===== src/rtl/tap_unpack_pkg.sv =====
package tap_unpack_pkg;
  localparam int PORT_W = 8;
  localparam int MAX_TAPS = 3;

  typedef enum logic [1:0] {
    MODE_RGB8   = 2'b00,
    MODE_DUAL12 = 2'b01,
    MODE_DUAL10 = 2'b10,
    MODE_MONO8  = 2'b11
  } unpack_mode_e;

  typedef struct packed {
    unpack_mode_e mode;
    logic         rev;
  } unpack_cfg_t;
endpackage


===== src/rtl/unpack_cfg_latch.sv =====
module unpack_cfg_latch
  import tap_unpack_pkg::*;
(
  input  logic        clk_i,
  input  logic        rst_ni,
  input  logic        frame_vld_i,
  input  logic [1:0]  mode_i,
  input  logic        rev_i,
  output unpack_cfg_t cfg_o
);
  unpack_cfg_t cfg_q;

  // setting only moves while no frame is active
  always_ff @(posedge clk_i or negedge rst_ni) begin
    if (!rst_ni) begin
      cfg_q <= '{mode: MODE_RGB8, rev: 1'b0};
    end else if (!frame_vld_i) begin
      cfg_q <= '{mode: unpack_mode_e'(mode_i), rev: rev_i};
    end
  end

  assign cfg_o = cfg_q;
endmodule


===== src/rtl/unpack_tap_mux.sv =====
module unpack_tap_mux
  import tap_unpack_pkg::*;
#(
  parameter int TAP_W = 12
) (
  input  logic [PORT_W-1:0]                port_a_i,
  input  logic [PORT_W-1:0]                port_b_i,
  input  logic [PORT_W-1:0]                port_c_i,
  input  unpack_cfg_t                      cfg_i,
  output logic [MAX_TAPS-1:0][TAP_W-1:0]   taps_o
);
  logic [MAX_TAPS-1:0][TAP_W-1:0] nat;
  logic [1:0]                     n_act;

  always_comb begin
    nat   = '0;
    n_act = 2'd1;
    unique case (cfg_i.mode)
      MODE_RGB8: begin
        nat[0] = TAP_W'(port_a_i);
        nat[1] = TAP_W'(port_b_i);
        nat[2] = TAP_W'(port_c_i);
        n_act  = 2'd3;
      end
      MODE_DUAL12: begin
        nat[0] = TAP_W'({port_b_i[3:0], port_a_i});
        nat[1] = TAP_W'({port_b_i[7:4], port_c_i});
        n_act  = 2'd2;
      end
      MODE_DUAL10: begin
        nat[0] = TAP_W'({port_b_i[1:0], port_a_i});
        nat[1] = TAP_W'({port_b_i[5:4], port_c_i});
        n_act  = 2'd2;
      end
      MODE_MONO8: begin
        nat[0] = TAP_W'(port_a_i);
        n_act  = 2'd1;
      end
      default: ;
    endcase
  end

  for (genvar g = 0; g < MAX_TAPS; g++) begin : g_tap
    logic [1:0] src;
    assign src = 2'(n_act - 2'(g) - 2'd1);
    always_comb begin
      taps_o[g] = '0;
      if (!cfg_i.rev) begin
        taps_o[g] = nat[g];
      end else if (2'(g) < n_act) begin
        taps_o[g] = nat[src];
      end
    end
  end
endmodule


===== src/rtl/unpack_framer.sv =====
module unpack_framer #(
  parameter int PIX_W  = 16,
  parameter int LINE_W = 16
) (
  input  logic              clk_i,
  input  logic              rst_ni,
  input  logic              frame_vld_i,
  input  logic              line_vld_i,
  input  logic              data_vld_i,
  output logic              accept_o,
  output logic              sof_o,
  output logic              sol_o,
  output logic [PIX_W-1:0]  pix_idx_o,
  output logic [LINE_W-1:0] line_idx_o
);
  logic              fval_q, lval_q;
  logic              sof_pend_q, sol_pend_q;
  logic [PIX_W-1:0]  pix_q;
  logic [LINE_W-1:0] line_q;
  logic              f_rise, l_rise, l_fall, sof_arm, sol_arm;

  assign f_rise   = frame_vld_i & ~fval_q;
  assign l_rise   = line_vld_i & ~lval_q;
  assign l_fall   = ~line_vld_i & lval_q;
  assign accept_o = frame_vld_i & line_vld_i & data_vld_i;
  assign sof_arm  = f_rise | sof_pend_q;
  assign sol_arm  = l_rise | sol_pend_q;
  assign sof_o    = accept_o & sof_arm;
  assign sol_o    = accept_o & sol_arm;
  assign pix_idx_o  = l_rise ? '0 : pix_q;
  assign line_idx_o = f_rise ? '0 : line_q;

  always_ff @(posedge clk_i or negedge rst_ni) begin
    if (!rst_ni) begin
      fval_q     <= 1'b0;
      lval_q     <= 1'b0;
      sof_pend_q <= 1'b0;
      sol_pend_q <= 1'b0;
      pix_q      <= '0;
      line_q     <= '0;
    end else begin
      fval_q     <= frame_vld_i;
      lval_q     <= line_vld_i;
      sof_pend_q <= accept_o ? 1'b0 : sof_arm;
      sol_pend_q <= accept_o ? 1'b0 : sol_arm;
      if (accept_o)    pix_q <= pix_idx_o + PIX_W'(1);
      else if (l_rise) pix_q <= '0;
      if (f_rise)      line_q <= '0;
      else if (l_fall) line_q <= line_q + LINE_W'(1);
    end
  end
endmodule


===== src/rtl/base_tap_unpacker.sv =====
module base_tap_unpacker
  import tap_unpack_pkg::*;
#(
  parameter int TAP_W  = 12,
  parameter int PIX_W  = 16,
  parameter int LINE_W = 16
) (
  input  logic              clk_i,
  input  logic              rst_ni,
  input  logic [7:0]        port_a_i,
  input  logic [7:0]        port_b_i,
  input  logic [7:0]        port_c_i,
  input  logic              frame_vld_i,
  input  logic              line_vld_i,
  input  logic              data_vld_i,
  input  logic [1:0]        mode_i,
  input  logic              rev_i,
  output logic [TAP_W-1:0]  tap0_o,
  output logic [TAP_W-1:0]  tap1_o,
  output logic [TAP_W-1:0]  tap2_o,
  output logic              pix_vld_o,
  output logic              sof_o,
  output logic              sol_o,
  output logic [PIX_W-1:0]  pix_cnt_o,
  output logic [LINE_W-1:0] line_cnt_o
);
  localparam int MIN_TAP_W = PORT_W + 4;

  unpack_cfg_t                    cfg;
  logic [MAX_TAPS-1:0][TAP_W-1:0] taps_d, taps_q;
  logic                           accept, sof_d, sol_d;
  logic [PIX_W-1:0]               pix_idx;
  logic [LINE_W-1:0]              line_idx;

  initial begin
    if (TAP_W < MIN_TAP_W) $error("TAP_W must hold a 12-bit tap");
  end

  unpack_cfg_latch u_cfg (
    .clk_i       (clk_i),
    .rst_ni      (rst_ni),
    .frame_vld_i (frame_vld_i),
    .mode_i      (mode_i),
    .rev_i       (rev_i),
    .cfg_o       (cfg)
  );

  unpack_tap_mux #(.TAP_W(TAP_W)) u_mux (
    .port_a_i (port_a_i),
    .port_b_i (port_b_i),
    .port_c_i (port_c_i),
    .cfg_i    (cfg),
    .taps_o   (taps_d)
  );

  unpack_framer #(.PIX_W(PIX_W), .LINE_W(LINE_W)) u_frm (
    .clk_i       (clk_i),
    .rst_ni      (rst_ni),
    .frame_vld_i (frame_vld_i),
    .line_vld_i  (line_vld_i),
    .data_vld_i  (data_vld_i),
    .accept_o    (accept),
    .sof_o       (sof_d),
    .sol_o       (sol_d),
    .pix_idx_o   (pix_idx),
    .line_idx_o  (line_idx)
  );

  always_ff @(posedge clk_i or negedge rst_ni) begin
    if (!rst_ni) begin
      taps_q     <= '0;
      pix_vld_o  <= 1'b0;
      sof_o      <= 1'b0;
      sol_o      <= 1'b0;
      pix_cnt_o  <= '0;
      line_cnt_o <= '0;
    end else begin
      pix_vld_o <= accept;
      sof_o     <= sof_d;
      sol_o     <= sol_d;
      if (accept) begin
        taps_q     <= taps_d;
        pix_cnt_o  <= pix_idx;
        line_cnt_o <= line_idx;
      end
    end
  end

  assign tap0_o = taps_q[0];
  assign tap1_o = taps_q[1];
  assign tap2_o = taps_q[2];
endmodule


===== config.mk =====
export PLATFORM = sky130hd
export DESIGN_NAME = base_tap_unpacker
export DESIGN_NICKNAME = d
export VERILOG_FILES = /design/src/rtl/tap_unpack_pkg.sv /design/src/rtl/unpack_cfg_latch.sv /design/src/rtl/unpack_tap_mux.sv /design/src/rtl/unpack_framer.sv /design/src/rtl/base_tap_unpacker.sv
export SDC_FILE = /design/constraint.sdc
export NUM_CORES = 1
export LEC_CHECK = 0
export BUFFER_PORTS_ARGS = -buffer_cell sky130_fd_sc_hd__buf_4
export CORE_MARGIN = 2
export CORE_UTILIZATION = 40
export DETAILED_ROUTE_END_ITERATION = 10
export MAX_ROUTING_LAYER = met4
export PLACE_DENSITY = 0.63
export SYNTH_ARGS = -nofsm -noshare
export SYNTH_HDL_FRONTEND = slang
export SYNTH_SLANG_ARGS = --single-unit

===== constraint.sdc =====
create_clock -name clk_i -period 1.8 [get_ports clk_i]
set_input_delay 0.27 -clock clk_i [delete_from_list [all_inputs] [get_ports clk_i]]
set_output_delay 0.27 -clock clk_i [all_outputs]
set_load 0.01 [all_outputs]

== Yosys cells after proc, flatten, opt, wreduce, memory -nomap -nowiden ==
Cells that the tools add are included.
W data, S select, Z words.

* Bitwise logic cells: 12
* Multiplexer cells: 23
* $add $sub $neg: 6
* Reductions and logical operators: 4
* Equality and inequality tests: 3
* Magnitude comparators: 6

{| class="wikitable"
|+ Operators with widths
! kind !! number
|-
| $mux W12 || 9
|-
| $mux W16 || 5
|-
| $bmux W12 S2 || 3
|-
| $pmux W12 S3 || 2
|-
| $add A16 B1 Y16 const B || 2
|-
| $lt A2 B3 Y1 const B || 3
|-
| $mux W8 || 1
|-
| $and A1 B1 Y1 || 7
|-
| $pmux W2 S3 || 1
|-
| $sub A2 B1 Y2 const B || 3
|-
| $eq A2 B2 Y1 const B || 2
|-
| $lt A1 B2 Y1 const A || 2
|-
| $reduce_or A2 Y1 || 2
|-
| $not A1 Y1 || 3
|-
| $eq A2 B1 Y1 const B || 1
|-
| $logic_not A2 Y1 || 1
|-
| $lt A2 B2 Y1 const A || 1
|-
| $mux W1 || 2
|-
| $or A1 B1 Y1 || 2
|-
| $reduce_bool A2 Y1 || 1
|-
| $sub A2 B2 Y2 const B || 1
|}

* Logic and storage cells: 70
* Output and inout bits: 71
* Input port bits: 32
* Flip-flop bits (word level): 110

== Depth between registers and ports, before layout ==
Gate-level depths: netlist (run 1).

* Depth after elaboration: 9
* Depth in mapped cells: 8
* Gate-level depth less buffers: 7

== By module ==
A second synthesis (run 1) with hierarchy kept.

* Cells, all modules: 508
* Area, all modules: 5806.8 um^2

{| class="wikitable"
|+ Modules (own cells, without submodules)
! module !! cells an instance !! area each (um^2) !! instances !! seq. area each (um^2)
|-
| base_tap_unpacker || 147 || 2690.1 || 1 || 1776.7
|-
| unpack_framer || 194 || 1909.3 || 1 || 900.9
|-
| unpack_tap_mux || 161 || 1098.6 || 1 || 0.0
|-
| unpack_cfg_latch || 6 || 108.9 || 1 || 75.1
|}

== Least setup slack after synthesis (run 1) ==
No wires, ideal clock.

* Kind: reg-to-reg
* From: reg u_cfg.cfg_q, in the netlist u_cfg.cfg_o[1]
* To: reg taps_q, in the netlist tap0_o[1]
* Stages on the path, launching flop included: 8
* Buffers on the path: 1
* Data required time: 1674 ps
* Data arrival time: 1824 ps
* Setup slack: -150 ps
* Library setup time: 126 ps
* Clock period less this slack: 1950 ps
* Cells stage by stage: dfrtp_1 inv_1 ha_1 or2_1 clkbuf_1 a22o_1 a22o_1 a221o_1

* Longest elaborated chain between the ends: 8
* Elaborated cells between the ends (all ways): 14
* Classes of those cells: 1 x add/sub; 1 x order compare; 3 x eq/ne; 7 x mux; 2 x reduce/logical

{| class="wikitable"
|+ Ends and longest elaborated chain
! what !! line !! RTL
|-
| start, declared || unpack_cfg_latch.sv:11 || <nowiki>unpack_cfg_t cfg_q;</nowiki>
|-
| start signal, assigned || unpack_cfg_latch.sv:16 || <nowiki>cfg_q <= '{mode: MODE_RGB8, rev: 1'b0};</nowiki>
|-
| start signal, assigned || unpack_cfg_latch.sv:18 || <nowiki>cfg_q <= '{mode: unpack_mode_e'(mode_i), rev: rev_i};</nowiki>
|-
| $eq A2 B1 Y1 / $eq A2 B2 Y1 (equally long branches) || unpack_tap_mux.sv:18 || <nowiki>unique case (cfg_i.mode)</nowiki>
|-
| $reduce_or A2 Y1 (no source line) || -- ||
|-
| $pmux W2 S3 || unpack_tap_mux.sv:18 ||
|-
| $sub A2 B1 Y2 || unpack_tap_mux.sv:45 || <nowiki>assign src = 2'(n_act - 2'(g) - 2'd1);</nowiki>
|-
| $bmux W12 S2 || unpack_tap_mux.sv:51 || <nowiki>taps_o[g] = nat[src];</nowiki>
|-
| $mux W12 (implied by the code) || unpack_tap_mux.sv:51 ||
|-
| $mux W12 * || unpack_tap_mux.sv:50 || <nowiki>end else if (2'(g) < n_act) begin</nowiki>
|-
| $mux W12 * || unpack_tap_mux.sv:48 || <nowiki>if (!cfg_i.rev) begin</nowiki>
|-
| end signal, assigned || base_tap_unpacker.sv:82 || <nowiki>taps_q <= taps_d;</nowiki>
|-
| end, declared || base_tap_unpacker.sv:30 || <nowiki>logic [MAX_TAPS-1:0][TAP_W-1:0] taps_d, taps_q;</nowiki>
|}

Every way passes the cells marked *; elsewhere a longest branch is shown, timed or not. The select of a mux whose other input is x is not followed.
A chain may end at the register's enable or synchronous reset.

== Worst setup path in the final report (run 1) ==
* From: reg u_cfg.cfg_q, in the netlist u_cfg.cfg_o[1]
* To: reg taps_q, in the netlist tap1_o[1]

* Longest elaborated chain between the ends: 9
* Elaborated cells between the ends (all ways): 15
* Classes of those cells: 2 x add/sub; 1 x order compare; 3 x eq/ne; 7 x mux; 2 x reduce/logical

{| class="wikitable"
|+ Ends and longest elaborated chain
! what !! line
|-
| $eq A2 B1 Y1 / $eq A2 B2 Y1 (equally long branches) || unpack_tap_mux.sv:18
|-
| $reduce_or A2 Y1 (no source line) || --
|-
| $pmux W2 S3 || unpack_tap_mux.sv:18
|-
| $sub A2 B1 Y2 (2 in a row) || unpack_tap_mux.sv:45
|-
| $bmux W12 S2 || unpack_tap_mux.sv:51
|-
| $mux W12 (implied by the code) || unpack_tap_mux.sv:51
|-
| $mux W12 || unpack_tap_mux.sv:50
|-
| $mux W12 * || unpack_tap_mux.sv:48
|}

Marks and branches as above.

==> results of run 1 <==
sequential cells by signal, summed over array words and instances (netlist names):
| signal | flops |
|---|---|
| line_cnt_o | 16 |
| pix_cnt_o | 16 |
| pix_vld_o | 1 |
| sof_o | 1 |
| sol_o | 1 |
| tap0_o | 12 |
| tap1_o | 12 |
| tap2_o | 12 |
| u_cfg.cfg_o | 3 |
| u_frm.fval_q | 1 |
| u_frm.line_q | 16 |
| u_frm.lval_q | 1 |
| u_frm.pix_q | 16 |
| u_frm.sof_pend_q | 1 |
| u_frm.sol_pend_q | 1 |
path summary, 6_finish.rpt:
| path | slack, ns | cells after the start | start | end |
|---|---|---|---|---|
| worst max-delay path | -0.003 | 7 | u_cfg.cfg_o[1] | tap1_o[1] |
| worst min-delay path | 0.09 | 1 | line_vld_i | u_frm.lval_q |
| worst max register to register | -0.003 | 7 | u_cfg.cfg_o[1] | tap1_o[1] |
| worst min register to register | 0.47 | 2 | line_cnt_o[8] | line_cnt_o[8] |
| max in group asynchronous | 0.83 | 3 | rst_ni | u_frm.line_q[5] |
| min in group asynchronous | 0.40 | 2 | rst_ni | tap0_o[5] |
cells by family (layout without fill, tap and decap cells):
kind of cell / Yosys count / count (layout) / share of synthesized area
DFF: 110 / 110 / 0.531
muxes: 7 / 7 / 0.0142
adders and majority gates: 9 / 9 / 0.0217
and+or+nand+nor: 239 / 240 / 0.220
AOI/OAI and AO/OA: 117 / 117 / 0.153
xor gates and xnor gates: 16 / 16 / 0.0270
buffers and inverters: 43 / 183 / 0.0328
stage by stage:
step,util,total power (uW),TNS [ns],hold WS (ns)
floorplan,-,3410,-0.419,-0.0256
global placement,0.514,4100,-1.28,0.248
detailed placement,0.514,4130,-2.31,0.253
CTS,0.542,6220,0,0.0780
global route,0.547,6490,-0.550,0.0800
finish,0.547,6210,-0.00372,0.0901
power by group:
| group | switching [uW] | leakage (uW) | internal (uW) |
|---|---|---|---|
| clock | 931 | 0.000154 | 1130 |
| combinational | 681 | 0.00175 | 657 |
| sequential | 151 | 0.00148 | 2660 |
worst max-delay path, stage by stage, from the launching register on:
cell and delay (ns):
dfrtp_2 0.43, inv_4 0.07, ha_4 0.16, or2_4 0.28, a22o_1 0.22, buf_4 0.14
a22oi_1 0.24, o21ai_0 0.12
metal layers:
layer | up-vias | part of all wire | routed length, um | global-route usage
li1 | 2191 | - | - | -
met1 | 2210 | 0.47 | 6790 | 0.295
met2 | 123 | 0.45 | 6510 | 0.318
met3 | 27 | 0.053 | 766 | 0.0499
met4 | 0 | 0.022 | 318 | 0.0768
met5 | - | 0 | 0 | -
cells in the final DEF (no fill, tap or decap), types with 9 or more instances in the layout:
| cell | synthesis | layout |
|---|---|---|
| a21oi_1 | 18 | 18 |
| a221o_1 | 14 | 14 |
| a22o_1 | 20 | 20 |
| a22oi_1 | 10 | 10 |
| and3_1 | 9 | 9 |
| buf_4 | 0 | 152 |
| clkbuf_16 | 0 | 9 |
| dfrtp_1 | 110 | 106 |
| nand2_1 | 97 | 96 |
| nand2b_1 | 10 | 10 |
| nand3_1 | 39 | 38 |
| nand4_1 | 9 | 9 |
| nor2_1 | 39 | 39 |
| o21ai_0 | 40 | 36 |
timing repair:
item	4_1_cts	5_1_grt
hold endpoints to repair	28	0
pin swaps	4	16
cloned	1	0
gates resized for setup	8	8
setup endpoints to repair	28	22
hold buffers	1	0
buffers inserted	1	6
area by class of cell:
type,count,area (um^2),area share
sequential,110,2760,0.399
multi-input combinational,389,2340,0.339
timing repair buffer,158,1250,0.181
clock buffer,10,239,0.0346
tap,172,215,0.0311
clock inverter,6,66.3,0.00960
inverter,9,38.8,0.00561
synth_stat cells (all sizes together), types with 4 or more instances:
master | instances | share of area
nor2 | 39 | 0.028
o21ai | 40 | 0.039
nor3 | 8 | 0.0077
and3 | 9 | 0.011
nand2b | 10 | 0.012
a22o | 20 | 0.034
ha | 9 | 0.022
or3 | 5 | 0.0072
nand2 | 97 | 0.070
xor2 | 8 | 0.014
nand3 | 39 | 0.038
xnor2 | 8 | 0.014
a22oi | 10 | 0.014
nand4 | 9 | 0.011
clkbuf | 25 | 0.018
buf | 9 | 0.0082
inv | 9 | 0.0065
nor2b | 5 | 0.0060
a31oi | 4 | 0.0048
a21oi | 18 | 0.017
nor4 | 4 | 0.0048
a221o | 14 | 0.027
mux2i | 4 | 0.0077
dfrtp | 110 | 0.53
==> metrics.md, run 1 <==
| Metric | Value |
|---|---|
| Worst slack, placed | -0.167 ns |
| Global-route wire length before repair | roughly 23 mm |
| Non-Filler Instances | roughly 850 |
| Pleak | around 0.0034 uW |
| Unique masters post-synth | 44 |
| Die ar. | around 0.014 mm^2 |
| Pins Over Slew Limit | 0 |
| Nets | ~720 |
| N_diodes | 0 |
| Post-DP Area | ~0.0065 mm^2 |
| Clock Skew | slightly below 0.006 ns |
| 1st-pass router iterations | 4 |
| Die height | 118 um |
| Initial core utilization | 0.411 |
| GRT overflow | 0 |
| WL per Instance | about 17 um |
| Mapped Area | just over 0.005 mm^2 |
| Die span in x | about 120 um |
| Share of layout cells above drive strength 1 | 0.293 |
| Fmax | around 0.55 GHz |
| Syn nets | around 580 |
| Initial DRC Count | 359 |
| Clk buf depth | 2 |
| Clk root buf | clkbuf_16 |
| Setup violations, final | 2 |
| Seq/Total Area, Yosys | 0.531 |
| HPWL Detailed | ~10 mm |
| Port Buf Inserts | 102 |
| Vias | roughly 4,600 |
| Status | finished with violations |
| Final period util | 1.00 |
| Crit path time final | 1.80 ns |
| Yosys reg bits | 110 |
| P per Cell Area | ~900 mW/mm^2 |
| Post-synth EDFFs | 0 |
| Post-route cell area | between 0.006 and 0.007 mm^2 |
| Startpoint types | flip-flop |
| Critical Path End Type | flip-flop |
| CTS tree | done |
| Failing checks | setup timing |
| Crit path max fanout | 5 |
| Worst IR Drop VDD | between 0.0006 and 0.0007 V |
| Crit path DAT | ~2.0 ns |
| Worst skew pair latency | 0.36 ns |
| Placed cells | around 830 |
| Drt total wl | 14.4 mm |
| Least-Margin Pin Slew | 0.535 ns |
| Worst EP required | about 2 ns |
| Mean Syn Cell Area | 9.58 um^2 |
| CTS sink count | 110 |
| Largest net degree at the start of global routing | 62 |
| Final hold violation count | 0 |
| Worst setup margin | -0.00344 ns |
| Slew HR | 0.644 |
| Drc violations | 0 |
| Vias in the first global route | 4,502 |
| Initial antenna violation count | 0 |
| RSZ-0062 raised after global routing | yes |
| Num CTS Buffers | 9 |
| Number of max-cap violations | 0 |
| Ys Warns | 0 |
| GP Congestion | ~0.96 |
| Clk slew on worst S/H paths | around 0.07 ns |
| IO Pins | 103 |
| Routed Antenna Nets | 0 |
| Cells after synthesis | about 540 |
| WS Path Type | flip-flop to flip-flop |
| Cell Rows | 41 |
| H-tree Lvls | 3 |
| Fillers | between 1,000 and 1,500 |
| Hold Path Class | input pin to flip-flop |
| Synth-to-Final Area Change | 33.3% |
| Routed vias/inst | between 5 and 6 |
| Async set-reset flop share out of synthesis | 1.00 |
| Gr usage total | 0.216 |
| Core area | approximately 0.013 mm^2 |
| Synth Flop Type | dfrtp_1 |
Power figures use the tool's default switching activity.
==> inputs of run 2 (changes only) <==
--- a/config.mk
+++ b/config.mk
@@ -10,7 +10,7 @@
 export CORE_UTILIZATION = 40
 export DETAILED_ROUTE_END_ITERATION = 10
 export MAX_ROUTING_LAYER = met4
-export PLACE_DENSITY = 0.63
+export PLACE_DENSITY = 0.61
 export SYNTH_ARGS = -nofsm -noshare
 export SYNTH_HDL_FRONTEND = slang
 export SYNTH_SLANG_ARGS = --single-unit
==> constraint.sdc (replaced) <==
create_clock -name clk_i -period 1.9 [get_ports clk_i]
set_input_delay 0.285 -clock clk_i [delete_from_list [all_inputs] [get_ports clk_i]]
set_output_delay 0.285 -clock clk_i [all_outputs]
set_load 0.01 [all_outputs]
==> run 2 against run 1 <==
Against the previous run:
- clock-buffer cell count rose by 2
- global-route usage down 0.19 points
- design area decreased by 2.5%
- the flow now finishes without violations
- first-iteration DRC count shrank 0.28%
==> metrics.md, run 2 (same netlist as run 1, synthesis figures left out) <==
| Metric | Value |
|---|---|
| Initial core utilization | 0.411 (unchanged) |
| CTS sink count | 110 (unchanged) |
| Crit path time final | 1.84 ns (was 1.80 ns) |
| Die ar. | 0.0139 mm^2 (unchanged) |
| CP dominant cell by count | a22o_1 |
| Worst slack, placed | -0.0441 ns (was -0.167 ns) |
| Die span in x | 118 um (unchanged) |
| Largest net degree at the start of global routing | 56 (was 62) |
| Fillers | 1,175 (was 1,203) |
| PnR Total Power | 5940 uW (was 6210 uW) |
| Worst skew pair latency | 0.35 ns (was 0.36 ns) |
| Slowest Stage Delay on Critical Path | 0.42 ns (was 0.43 ns) |
| IO Pins | 103 (unchanged) |
| Clk slew on worst S/H paths | 0.07 ns (about the same) |
| Least-Margin Pin Slew | 0.588 ns (was 0.535 ns) |
| Slew HR | 0.608 (was 0.644) |
| Pins Over Slew Limit | 0 (unchanged) |
| Met3 GRT Util | 0.0523 (was 0.0499) |
| Final hold violation count | 0 (unchanged) |
| WL per Instance | 17.0 um (was 16.8 um) |
| Die height | 118 um (unchanged) |
| Startpoint types | flip-flop (unchanged) |
| Crit path max fanout | 8 (was 5) |
| Port Buf Inserts | 102 (unchanged) |
| Multi-input combinational cell area | 0.00231 mm^2 (was 0.00234 mm^2) |
| Initial DRC Count | 358 (was 359) |
| Gr busiest metal | met2 (unchanged) |
| 1st-pass router iterations | 5 (was 4) |
| Critical Path End Type | flip-flop (unchanged) |
| Vias | 4,564 (was 4,551) |
| Storage cell area | 0.00275 mm^2 (was 0.00276 mm^2) |
| Drt total wl | 14.2 mm (was 14.4 mm) |
| Number of max-cap violations | 0 (unchanged) |
| Met2 GRT Util | 0.311 (was 0.318) |
| WS Path Type | flip-flop to flip-flop (unchanged) |
| Placed cells | 816 (was 829) |
| Vias in the first global route | 4,376 (was 4,502) |
| N_diodes | 0 (unchanged) |
| Num CTS Buffers | 9 (unchanged) |
| GRT overflow | 0 (unchanged) |
| Synth-to-Final Area Change | 30.0% (was 33.3%) |
| Final core occ | 0.534 (was 0.547) |
| Global-route wire length before repair | 23.1 mm (was 23.3 mm) |
| Worst IR Drop VDD | 0.000507 V (was 0.000669 V) |
| Worst setup margin | 0.0602 ns (was -0.00344 ns) |
| Share of layout cells above drive strength 1 | 0.271 (was 0.293) |
| Nets | 699 (was 718) |
| Post-DP Area | 0.00635 mm^2 (was 0.00648 mm^2) |
| Drc violations | 0 (unchanged) |
| P per Cell Area | 882 mW/mm^2 (was 899 mW/mm^2) |
| Routed Antenna Nets | 0 (unchanged) |
| Post-route cell area | 0.00674 mm^2 (was 0.00691 mm^2) |
| Delay-heaviest family, CP | compound AO/OA/AOI/OAI gates (unchanged) |
| Clk root buf | clkbuf_16 (unchanged) |
| Final period util | 0.968 (was 1.00) |
| Status | complete, no violations (was finished with violations) |
| WP buf/inv | 1 (was 2) |
| Routed vias/inst | 5.47 (was 5.33) |
| Non-Filler Instances | 835 (was 854) |
| CTS tree | done (unchanged) |
| Hold Path Class | input pin to flip-flop (unchanged) |
| Worst EP required | 2.13 ns (was 2.02 ns) |
| Pleak | 0.00330 uW (was 0.00339 uW) |
| Crit path DAT | 2.07 ns (was 2.03 ns) |
| H-tree Lvls | 3 (unchanged) |
| Core area | 0.0126 mm^2 (unchanged) |
| Initial antenna violation count | 0 (unchanged) |
| GP Congestion | 0.955 (was 0.964) |
| R2r setup slk | 0.06 ns (was -0.003 ns) |
| Clk buf depth | 2 (unchanged) |
| Clock Skew | 0.00690 ns (was 0.00577 ns) |
| HPWL Detailed | 10.0 mm (was 10.4 mm) |
| Commonest non-fill, non-tap cell in the layout | buf_4 (unchanged) |
| Setup violations, final | 0 (was 2) |
| Fmax | 0.544 GHz (was 0.554 GHz) |
| Commonest non-fill, non-tap cells in the layout | buf_4 (136), dfrtp_1 (109), nand2_1 (96) (was buf_4 (152), dfrtp_1 (106), nand2_1 (96), nor2_1 (39), nand3_1 (38)) |
| Cell Rows | 41 (unchanged) |
| Met1 Use GR | 0.300 (was 0.295) |
| Crit-path cells | inv_2 > ha_2 > or2_4 > a22o_1 > a22o_1 > a221o_1 (was inv_4 > ha_4 > or2_4 > a22o_1 > buf_4 > a22oi_1 > o21ai_0) |
| Gr usage total | 0.214 (was 0.216) |
| CP max-delay cell | dfrtp_1 (was dfrtp_2) |
## run 2: final timing paths
kind / from / endpoint / cells past startpoint
setup / recovery: u_cfg.cfg_o[1] / tap0_o[5] / 6
hold / removal: line_vld_i / u_frm.lval_q / 1
setup reg to reg: u_cfg.cfg_o[1] / tap0_o[5] / 6
hold reg to reg: line_cnt_o[6] / line_cnt_o[6] / 2
max in group asynchronous: rst_ni / u_frm.lval_q / 3
min in group asynchronous: rst_ni / tap2_o[7] / 2
## run 2: final cells by class
type,count,share of cell area
Sequential cell,110,0.409
Multi-Input combinational cell,388,0.343
Timing Repair Buffer,140,0.162
Clock buffer,12,0.0381
Tap cell,172,0.0319
Clock inverter,4,0.0115
Inverter,9,0.00501
## run 2: what timing repair did
| item | in CTS | in global routing |
|---|---|---|
| buffers inserted | 0 | 2 |
| setup endpoints to repair | 12 | 32 |
| hold buffers | 1 | 0 |
| hold endpoints to repair | 33 | 0 |
| gates resized for setup | 1 | 11 |
| pin swaps | 0 | 3 |
## run 2: stage by stage
stage	setup TNS, ns	hold slack (ns)
floorplan	0	-0.0106
global placement	0	0.277
detailed placement	-0.284	0.289
CTS	0	0.101
global route	-0.00750	0.112
finish	0	0.115
## run 2: metal layers
metal,part of all wire,up-vias
li1,-,2152
met1,0.48,2239
met2,0.45,156
met3,0.058,17
met4,0.015,0
met5,0,-
## run 2: where the power goes
group	switching, uW	internal, uW	total (uW)
Clock	862	1240	2100
Sequential	139	2520	2660
Combinational	628	555	1180
